## src/rtl/bws_pkg.sv

```systemverilog
package bws_pkg;

    // Width of one external bus cycle, ordered from narrow to wide.
    typedef enum logic [1:0] {
        WID_8  = 2'd0,
        WID_16 = 2'd1,
        WID_32 = 2'd2
    } bus_wid_e;

    // Fixed priority: 8-bit request wins over 16-bit, otherwise full width.
    function automatic bus_wid_e decode_width(input logic narrow8_n, input logic narrow16_n);
        if (!narrow8_n) begin
            return WID_8;
        end else if (!narrow16_n) begin
            return WID_16;
        end
        return WID_32;
    endfunction

endpackage

```

## src/rtl/bws_size_sync.sv

```systemverilog
module bws_size_sync
    import bws_pkg::*;
(
    input  logic     clk,
    input  logic     rst_n,
    input  logic     bs8_n,
    input  logic     bs16_n,
    output bus_wid_e width_q
);

    bus_wid_e width_d;

    always_comb begin
        width_d = decode_width(bs8_n, bs16_n);
    end

    always_ff @(posedge clk or negedge rst_n) begin
        if (!rst_n) begin
            width_q <= WID_32;
        end else begin
            width_q <= width_d;
        end
    end

endmodule

```

## src/rtl/bws_lane_pick.sv

```systemverilog
module bws_lane_pick
    import bws_pkg::*;
#(
    parameter int LANES = 4
) (
    input  logic [LANES-1:0] pend,
    input  bus_wid_e         width,
    output logic [LANES-1:0] lanes
);

    localparam int IDX_W = (LANES > 1) ? $clog2(LANES) : 1;
    localparam int HALVES = LANES / 2;

    logic [IDX_W-1:0] low_idx;
    logic [LANES-1:0] low_hot;
    logic [LANES-1:0] half_mask;

    // Lowest pending lane: scan from the top so the lowest set bit wins.
    always_comb begin
        low_idx = '0;
        for (int i = LANES - 1; i >= 0; i--) begin
            if (pend[i]) begin
                low_idx = IDX_W'(i);
            end
        end
    end

    always_comb begin
        low_hot = '0;
        low_hot[low_idx] = pend[low_idx];
    end

    // Each pair of lanes forms one 16-bit half.
    genvar h;
    generate
        for (h = 0; h < HALVES; h++) begin : g_half
            logic in_half;
            assign in_half = (int'(low_idx) / 2) == h;
            assign half_mask[2*h]   = in_half;
            assign half_mask[2*h+1] = in_half;
        end
        if (LANES % 2 != 0) begin : g_odd
            assign half_mask[LANES-1] = (int'(low_idx) == LANES - 1);
        end
    endgenerate

    always_comb begin
        unique case (width)
            WID_8:   lanes = low_hot;
            WID_16:  lanes = pend & half_mask;
            default: lanes = pend;
        endcase
    end

endmodule

```

## src/rtl/bws_rd_merge.sv

```systemverilog
module bws_rd_merge #(
    parameter int LANES  = 4,
    parameter int DATA_W = 32
) (
    input  logic              clk,
    input  logic              rst_n,
    input  logic              clear,
    input  logic              capture,
    input  logic [LANES-1:0]  lanes,
    input  logic [DATA_W-1:0] bus_rdata,
    output logic [DATA_W-1:0] asm_q
);

    localparam int BYTE_W = DATA_W / LANES;

    logic [DATA_W-1:0] asm_d;

    always_comb begin
        asm_d = asm_q;
        if (clear) begin
            asm_d = '0;
        end else if (capture) begin
            for (int i = 0; i < LANES; i++) begin
                if (lanes[i]) begin
                    asm_d[i*BYTE_W +: BYTE_W] = bus_rdata[i*BYTE_W +: BYTE_W];
                end
            end
        end
    end

    always_ff @(posedge clk or negedge rst_n) begin
        if (!rst_n) begin
            asm_q <= '0;
        end else begin
            asm_q <= asm_d;
        end
    end

endmodule

```

## src/rtl/bus_width_sizer.sv

```systemverilog
module bus_width_sizer
    import bws_pkg::*;
#(
    parameter int DATA_W = 32,
    parameter int LANES  = DATA_W / 8
) (
    input  logic              clk,
    input  logic              rst_n,
    input  logic              req_valid,
    input  logic              req_write,
    input  logic [LANES-1:0]  req_be_n,
    input  logic              bs8_n,
    input  logic              bs16_n,
    input  logic              rdy_n,
    input  logic [DATA_W-1:0] bus_rdata,
    output logic              cyc_active,
    output logic [LANES-1:0]  cyc_be_n,
    output logic [LANES-1:0]  lane_valid,
    output logic              done,
    output logic              err,
    output logic [DATA_W-1:0] rd_data
);

    typedef struct packed {
        logic             active;
        logic             write;
        logic [LANES-1:0] pend;
        logic             done;
        logic             err;
    } seq_t;

    seq_t             st_d;
    seq_t             st_q;
    bus_wid_e         width_q;
    logic [LANES-1:0] lanes;
    logic             accept;
    logic             cyc_end;

    bws_size_sync i_size (
        .clk     (clk),
        .rst_n   (rst_n),
        .bs8_n   (bs8_n),
        .bs16_n  (bs16_n),
        .width_q (width_q)
    );

    bws_lane_pick #(.LANES(LANES)) i_pick (
        .pend  (st_q.pend),
        .width (width_q),
        .lanes (lanes)
    );

    assign accept  = !st_q.active && req_valid;
    assign cyc_end = st_q.active && !rdy_n;

    bws_rd_merge #(.LANES(LANES), .DATA_W(DATA_W)) i_merge (
        .clk       (clk),
        .rst_n     (rst_n),
        .clear     (accept),
        .capture   (cyc_end && !st_q.write),
        .lanes     (lanes),
        .bus_rdata (bus_rdata),
        .asm_q     (rd_data)
    );

    always_comb begin
        st_d      = st_q;
        st_d.done = 1'b0;
        st_d.err  = 1'b0;
        if (accept) begin
            if (&req_be_n) begin
                st_d.done = 1'b1;
                st_d.err  = 1'b1;
            end else begin
                st_d.active = 1'b1;
                st_d.write  = req_write;
                st_d.pend   = ~req_be_n;
            end
        end else if (cyc_end) begin
            st_d.pend = st_q.pend & ~lanes;
            if (st_d.pend == '0) begin
                st_d.active = 1'b0;
                st_d.done   = 1'b1;
            end
        end
    end

    always_ff @(posedge clk or negedge rst_n) begin
        if (!rst_n) begin
            st_q <= '0;
        end else begin
            st_q <= st_d;
        end
    end

    assign cyc_active = st_q.active;
    assign cyc_be_n   = st_q.active ? ~st_q.pend : '1;
    assign lane_valid = st_q.active ? lanes : '0;
    assign done       = st_q.done;
    assign err        = st_q.err;

endmodule

```

## config.mk

```make
export PLATFORM = sky130hd
export DESIGN_NAME = bus_width_sizer
export DESIGN_NICKNAME = d
export VERILOG_FILES = /design/src/rtl/bws_pkg.sv /design/src/rtl/bws_size_sync.sv /design/src/rtl/bws_lane_pick.sv /design/src/rtl/bws_rd_merge.sv /design/src/rtl/bus_width_sizer.sv
export SDC_FILE = /design/constraint.sdc
export NUM_CORES = 1
export LEC_CHECK = 0
export ABC_AREA = 1
export BUFFER_PORTS_ARGS = -buffer_cell sky130_fd_sc_hd__buf_2
export CORE_MARGIN = 3
export CORE_UTILIZATION = 46
export CTS_CLUSTER_DIAMETER = 30
export DETAILED_ROUTE_END_ITERATION = 10
export GPL_TIMING_DRIVEN = 0
export PLACE_DENSITY_LB_ADDON = 0.15
export SYNTH_ARGS = -nofsm -noshare
export SYNTH_HDL_FRONTEND = slang
export SYNTH_SLANG_ARGS = --single-unit
export TNS_END_PERCENT = 10
```

## constraint.sdc

```tcl
create_clock -name clk -period 1.5 [get_ports clk]
set_input_delay 0.15 -clock clk [delete_from_list [all_inputs] [get_ports clk]]
set_output_delay 0.15 -clock clk [all_outputs]
set_load 0.02 [all_outputs]
```

Word level (Yosys, flattened, before mapping) --
Index checks and enable logic that the tools add are counted.
Storage, ports and cells: register bits 42, word-level logic and storage cells 77, input bits 43, output and inout port bits 43
Operators by class: reduce and logical (&&, ||, !) cells 25, bitwise gates (word level) 7, multiplexer cells 31, magnitude comparators 2, eq/ne operators 2
Operators by type and width (number):
- 32-bit 2-to-1 mux | 2
- 32-bit logical NOT | 1
- 8-bit 2-to-1 mux | 4
- 2-bit 2-to-1 mux | 8
- 2-bit nonzero test | 7
- 4-bit AND | 3
- 4-bit inverter | 3
- 2-bit AND reduction | 6
- 5-bit 2-to-1 mux | 2
- 1-bit 2-to-1 mux | 9
- 4-bit 2-to-1 mux | 2
- 4-bit case mux with 2 select lines | 1
- 6-bit 2-to-1 mux | 1
- 1-bit logical AND | 4
- 4-bit logical NOT | 1
- 4-bit AND reduction | 1
- 1-bit logical NOT | 3
- 2-bit by 3-bit less-than comparator with 1-bit output, second input constant | 1
- 3-bit AND reduction | 1
- 1-bit binary-select mux with 2-bit select | 1
- 1-bit demux with 2-bit select | 1
- 2-bit by 1-bit == test with 1-bit output, second input constant | 1
- 2-bit by 1-bit greater-or-equal comparator with 1-bit output, second input constant | 1
- 2-bit logical NOT | 1
- 2 further kinds | 2

Depth between registers and ports, before layout --
depth after elaboration 16, gate-level depth with buffers 7, depth with buffers taken out 7

Modules after synthesis --
Synthesis repeated with hierarchy kept, for this count alone.
Second synthesis, totals: cells, all modules 289, area, all modules 2153.3 um^2
By module, submodules not included:
- bws_rd_merge | instances 1, cells each 208, area an instance 1555.2 um^2, sequential area each 800.8 um^2
- bus_width_sizer | instances 1, cells each 65, area an instance 488.0 um^2, sequential area each 200.2 um^2
- bws_size_sync | instances 1, cells each 6, area an instance 68.8 um^2, sequential area each 51.3 um^2
- bws_lane_pick | instances 1, cells each 10, area an instance 41.3 um^2, sequential area each 0.0 um^2

Worst setup path after synthesis --
No wires, ideal clock.
kind reg-to-reg, start point reg st_q, in the netlist cyc_active, end point reg i_merge.asm_q[24], arrival time 1.328 ns, library setup time 0.118 ns, stages on the path, launching flop included 8, required time 1.382 ns, period minus slack after synthesis 1.446 ns, path buffers 0, setup slack 0.054 ns, cells stage by stage dfrtp_1 > inv_2 > nor2_8 > nand2_4 > nor2_4 > nand2_1 > nand3_1 > nand2_1
Between the ends: cells in the longest elaborated chain, start to end 4, elaborated cells between the ends (all ways) 8, those cells by class mux (1); reduce/logical (7)
RTL lines:
- start, declared | line bus_width_sizer.sv:33 | seq_t st_q;
- start signal, assigned | line bus_width_sizer.sv:92 | st_q <= st_d;
- 1-bit logical NOT or 1-bit logical AND (tied branches) | line bus_width_sizer.sv:53, bus_width_sizer.sv:54
- 1-bit logical AND (on tied branches) | line bus_width_sizer.sv:53, bus_width_sizer.sv:60
- 2-bit nonzero test (no source line)
- 2-bit AND reduction (no source line)
- end signal, assigned | line bws_rd_merge.sv:35 | asm_q <= asm_d;
- end, declared | line bws_rd_merge.sv:11 | output logic [DATA_W-1:0] asm_q
Parallel ways exist; a longest one is shown, timed or not. A chain may end at the register's enable or synchronous reset.

Worst setup path in the final report --
start point reg st_q[3] in the netlist's numbering, end point out lane_valid[2]
Between the ends: cells in the longest elaborated chain, start to end 9, elaborated cells between the ends (all ways) 13, those cells by class order compare (2); mux (8); bitwise (2); reduce/logical (1)
RTL lines:
- 2-bit 2-to-1 mux (2 in series) | line bws_lane_pick.sv:22 | if (pend[i]) begin
- 2-bit by 3-bit less-than comparator with 1-bit output (not written as such) or 2-bit by 1-bit greater-or-equal comparator with 1-bit output (tied branches) | line bws_lane_pick.sv:30 | low_hot[low_idx] = pend[low_idx];
- 1-bit logical AND (not written as such) | line bws_lane_pick.sv:30
- 1-bit 2-to-1 mux (not written as such) | line bws_lane_pick.sv:30
- 1-bit demux with 2-bit select
- 4-bit AND (no source line)
- 4-bit case mux with 2 select lines * | line bws_lane_pick.sv:48 | unique case (width)
- 4-bit 2-to-1 mux * | line bus_width_sizer.sv:98 | assign lane_valid = st_q.active ? lanes : '0;
- end, declared | line bus_width_sizer.sv:18 | output logic [LANES-1:0] lane_valid,
Every way passes the cells marked *; elsewhere a longest branch is shown, timed or not. The select of a mux whose other input is x is not followed.

==> impl_metrics.json <==
{
  "grt_overflow_total": 0,
  "hp-class": "primary input to asynchronous set/reset pin",
  "arrival_ns": 1.34,
  "drtPass1Iterations": 4,
  "outcome": "finished, violations left",
  "powerDensity_nw_per_um2": 1740,
  "track_usage_pct": 19.0,
  "antenna_found_initial": 0,
  "reg2regPathDepth": 7,
  "yosys_register_bits": 42,
  "die_h_microns": 69.1,
  "layout.cells.non_filler": 347,
  "place_congestion": 0.840,
  "port-buffer-count": 85,
  "final_hold_viol_count": 11,
  "nNetsFinal": 341,
  "maxCapViolCount": 0,
  "dp_cells": 337,
  "cts_root_buffer": "clkbuf_8",
  "final_area_sq_um": 2440,
  "r2r_slack_ns": 0.07,
  "worstPathRequired_ns": 1.35,
  "diodes": 0,
  "yosysTopAreaCell": "dfrtp_1",
  "synth_edf_count": 0,
  "final-setup-viol-count": 0,
  "yosysSeqAreaShare_pct": 57.5,
  "timing.slew.headroom_pct": 39.4,
  "fp-row-count": 22,
  "reg2reg_to": "i_merge.asm_q[6]$_DFFE_PN0P_",
  "yosysMostFrequentCell": "nand2_1",
  "multiInputGateArea_sq_um": 677,
  "wl_mm": 4.42,
  "clock-sinks": 42,
  "worst_setup_path_end_kind": "output pin",
  "grt_start_max_net_pins": 43,
  "dpl-instance-area_sq_um": 2320,
  "final_layout_size_suffix_gt1_share_pct": 37.1,
  "syn_avg_cell_area_sq_um": 8.97,
  "synth_flop_cell": "dfrtp_1",
  "chipWidth_microns": 69.1,
  "cts_tree": "yes",
  "drtIter0Drc": 76,
  "critPathKind": "flop to output pin",
  "finalHoldWorstSlack_ns": -0.0156,
  "clk_pin_slew_worst_paths_ns": 0.08,
  "max_freq_mhz": 671,
  "rsz0062_at_grt": "yes",
  "htreeDepth": 2,
  "dpl.hpwl_mm": 3.27,
  "power.leakage_nw": 1.38,
  "violations": "negative hold slack",
  "grt_pass1_vias": 1624,
  "utilization_pct": 65.3,
  "core_sq_um": 3740,
  "max-vdd-ir-drop_v": 0.000862,
  "synth_top_area_share_pct": 56.0,
  "viasPerCell": 4.94,
  "layout-area-overhead-vs-synth_pct": 33.6,
  "ys_types": 23,
  "yosys_warnings": 0,
  "insertion_delay_ns": 0.29,
  "synth-async-reset-ratio_pct": 100,
  "vias": 1715,
  "wl_per_cell_microns": 12.7,
  "finalCritPeriodShare_pct": 99.3,
  "worst_pin_slew_ns": 0.909,
  "r2r_start": "cyc_active$_DFFE_PN0P_",
  "die-area_sq_um": 4770,
  "worstPathMaxFanout": 5,
  "synth_area_leaders": "dfrtp_1, nand2_1, nand3_1",
  "initial_core_util_pct": 48.9,
  "drc": 0,
  "slew_violations": 0,
  "ioPinCount": 86,
  "cts_max_path_buffers": 2,
  "synth_nets": 247,
  "regArea_sq_um": 1050,
  "cp-start-kind": "flop",
  "ys_top_cells_by_count": "nand2_1, dfrtp_1, nand3_1",
  "period_needed_ns": 1.49,
  "ant_nets": 0,
  "syn_area_sq_um": 1830,
  "num-fill-cells": 322,
  "grt_pass1_wl_mm": 7.40,
  "cts-buffers-inserted": 5,
  "finClkSkew_ns": 0.00607,
  "synthCells": 204
}
[timing repair]
item / in CTS / in global routing
gates resized for setup: 3 / 9
endpoints found under the setup margin: 16 / 41
pin swaps: 0 / 1
hold buffers: 0 / 0
hold endpoints to repair: 0 / 0
setup buffers: 0 / 2
gates cloned: 0 / 0
[critical path: stages (launching register included)]
cell,delay [ns]
dfrtp_1,0.42
nor2_2,0.07
o21ai_1,0.33
nor2_1,0.06
buf_2,0.17
[where the power goes]
group | internal, W | leakage [nW] | switching (W) | total, W
combinational | 0.000595 | 0.781 | 0.00128 | 0.00187
clock | 0.000331 | 0.0395 | 0.000354 | 0.000685
sequential | 0.00146 | 0.555 | 0.000222 | 0.00168
[flip-flops by register name, summed over array words and instances (netlist names)]
signal          flops
cyc_active          1
err                 1
done                1
i_size.width_q      2
st_q                5
i_merge.asm_q      32
[how the worst max path moves through the flow]
stage,from,endpoint,slack (ns),depth (start not counted)
3_5_place_dp,cyc_active$_DFFE_PN0P_,i_merge.asm_q[27]$_DFFE_PN0P_,-0.05,7
5_1_grt,st_q[2]$_DFFE_PN0P_,lane_valid[2],-0.05,4
6_report,st_q[3]$_DFFE_PN0P_,lane_valid[2],0.01,4
3_3_place_gp,cyc_active$_DFFE_PN0P_,i_merge.asm_q[29]$_DFFE_PN0P_,-0.05,7
4_1_cts,st_q[3]$_DFFE_PN0P_,lane_valid[2],0.004,4
2_1_floorplan,cyc_active$_DFFE_PN0P_,i_merge.asm_q[24]$_DFFE_PN0P_,0.05,7
[logic make-up after synthesis]
group / Yosys count / share of synthesized area, %
flops: 42 / 57.5
buf+inv: 32 / 6.97
compound gates: 28 / 9.09
simple gates: 102 / 26.5
[through the flow]
step	setup TNS [ns]	worst slack [ns]	hold slack [ns]	total power [W]
final	0	0.0101	-0.0156	0.00424
after global routing	-0.166	-0.0545	0.0271	0.00455
after CTS	0	0.00391	0.0120	0.00420
after detailed placement	-0.312	-0.0518	0.321	0.00351
after global placement	-0.342	-0.0490	0.316	0.00348
after floorplan	0	0.0544	-0.146	0.00287
[final cells by class]
class,instances,area share [%]
tap,48,2.46
clock buffer,8,3.28
timing repair buffer,87,18.1
inverter,28,4.30
buffer,4,1.07
multi-input combinational,130,27.7
sequential,42,43.1
[per-layer routing]
| metal | GRT usage [%] | up-vias | part of all wire, % |
|---|---|---|---|
| met5 | 0 | - | 0 |
| met3 | 6.27 | 7 | 9.0 |
| met2 | 30.5 | 67 | 46 |
| met4 | 5.21 | 0 | 1.1 |
| met1 | 24.6 | 794 | 44 |
| li1 | - | 847 | - |
[cell usage in the layout, fill, tap and decap left out]
cell      count
o21ai_1       3
nor2_2        2
o22a_1        1
nand4_1       5
buf_4         3
clkbuf_2      3
inv_1        27
nand2_1      46
clkbuf_1      3
inv_2         1
buf_6         1
nand2_8       1
o21ai_4       1
nand2_4       1
nand2_2       2
dfrtp_2       1
o21ai_2       1
dfrtp_1      40
o22ai_1       2
a21oi_1       2
nor2_8        1
buf_2        84
nor2_4        3
dfstp_2       1
nor2_1        7
clkbuf_8      5
o211ai_1      2
nand3_1      34
o21ai_0      16
(Power assumes the default switching activity.)
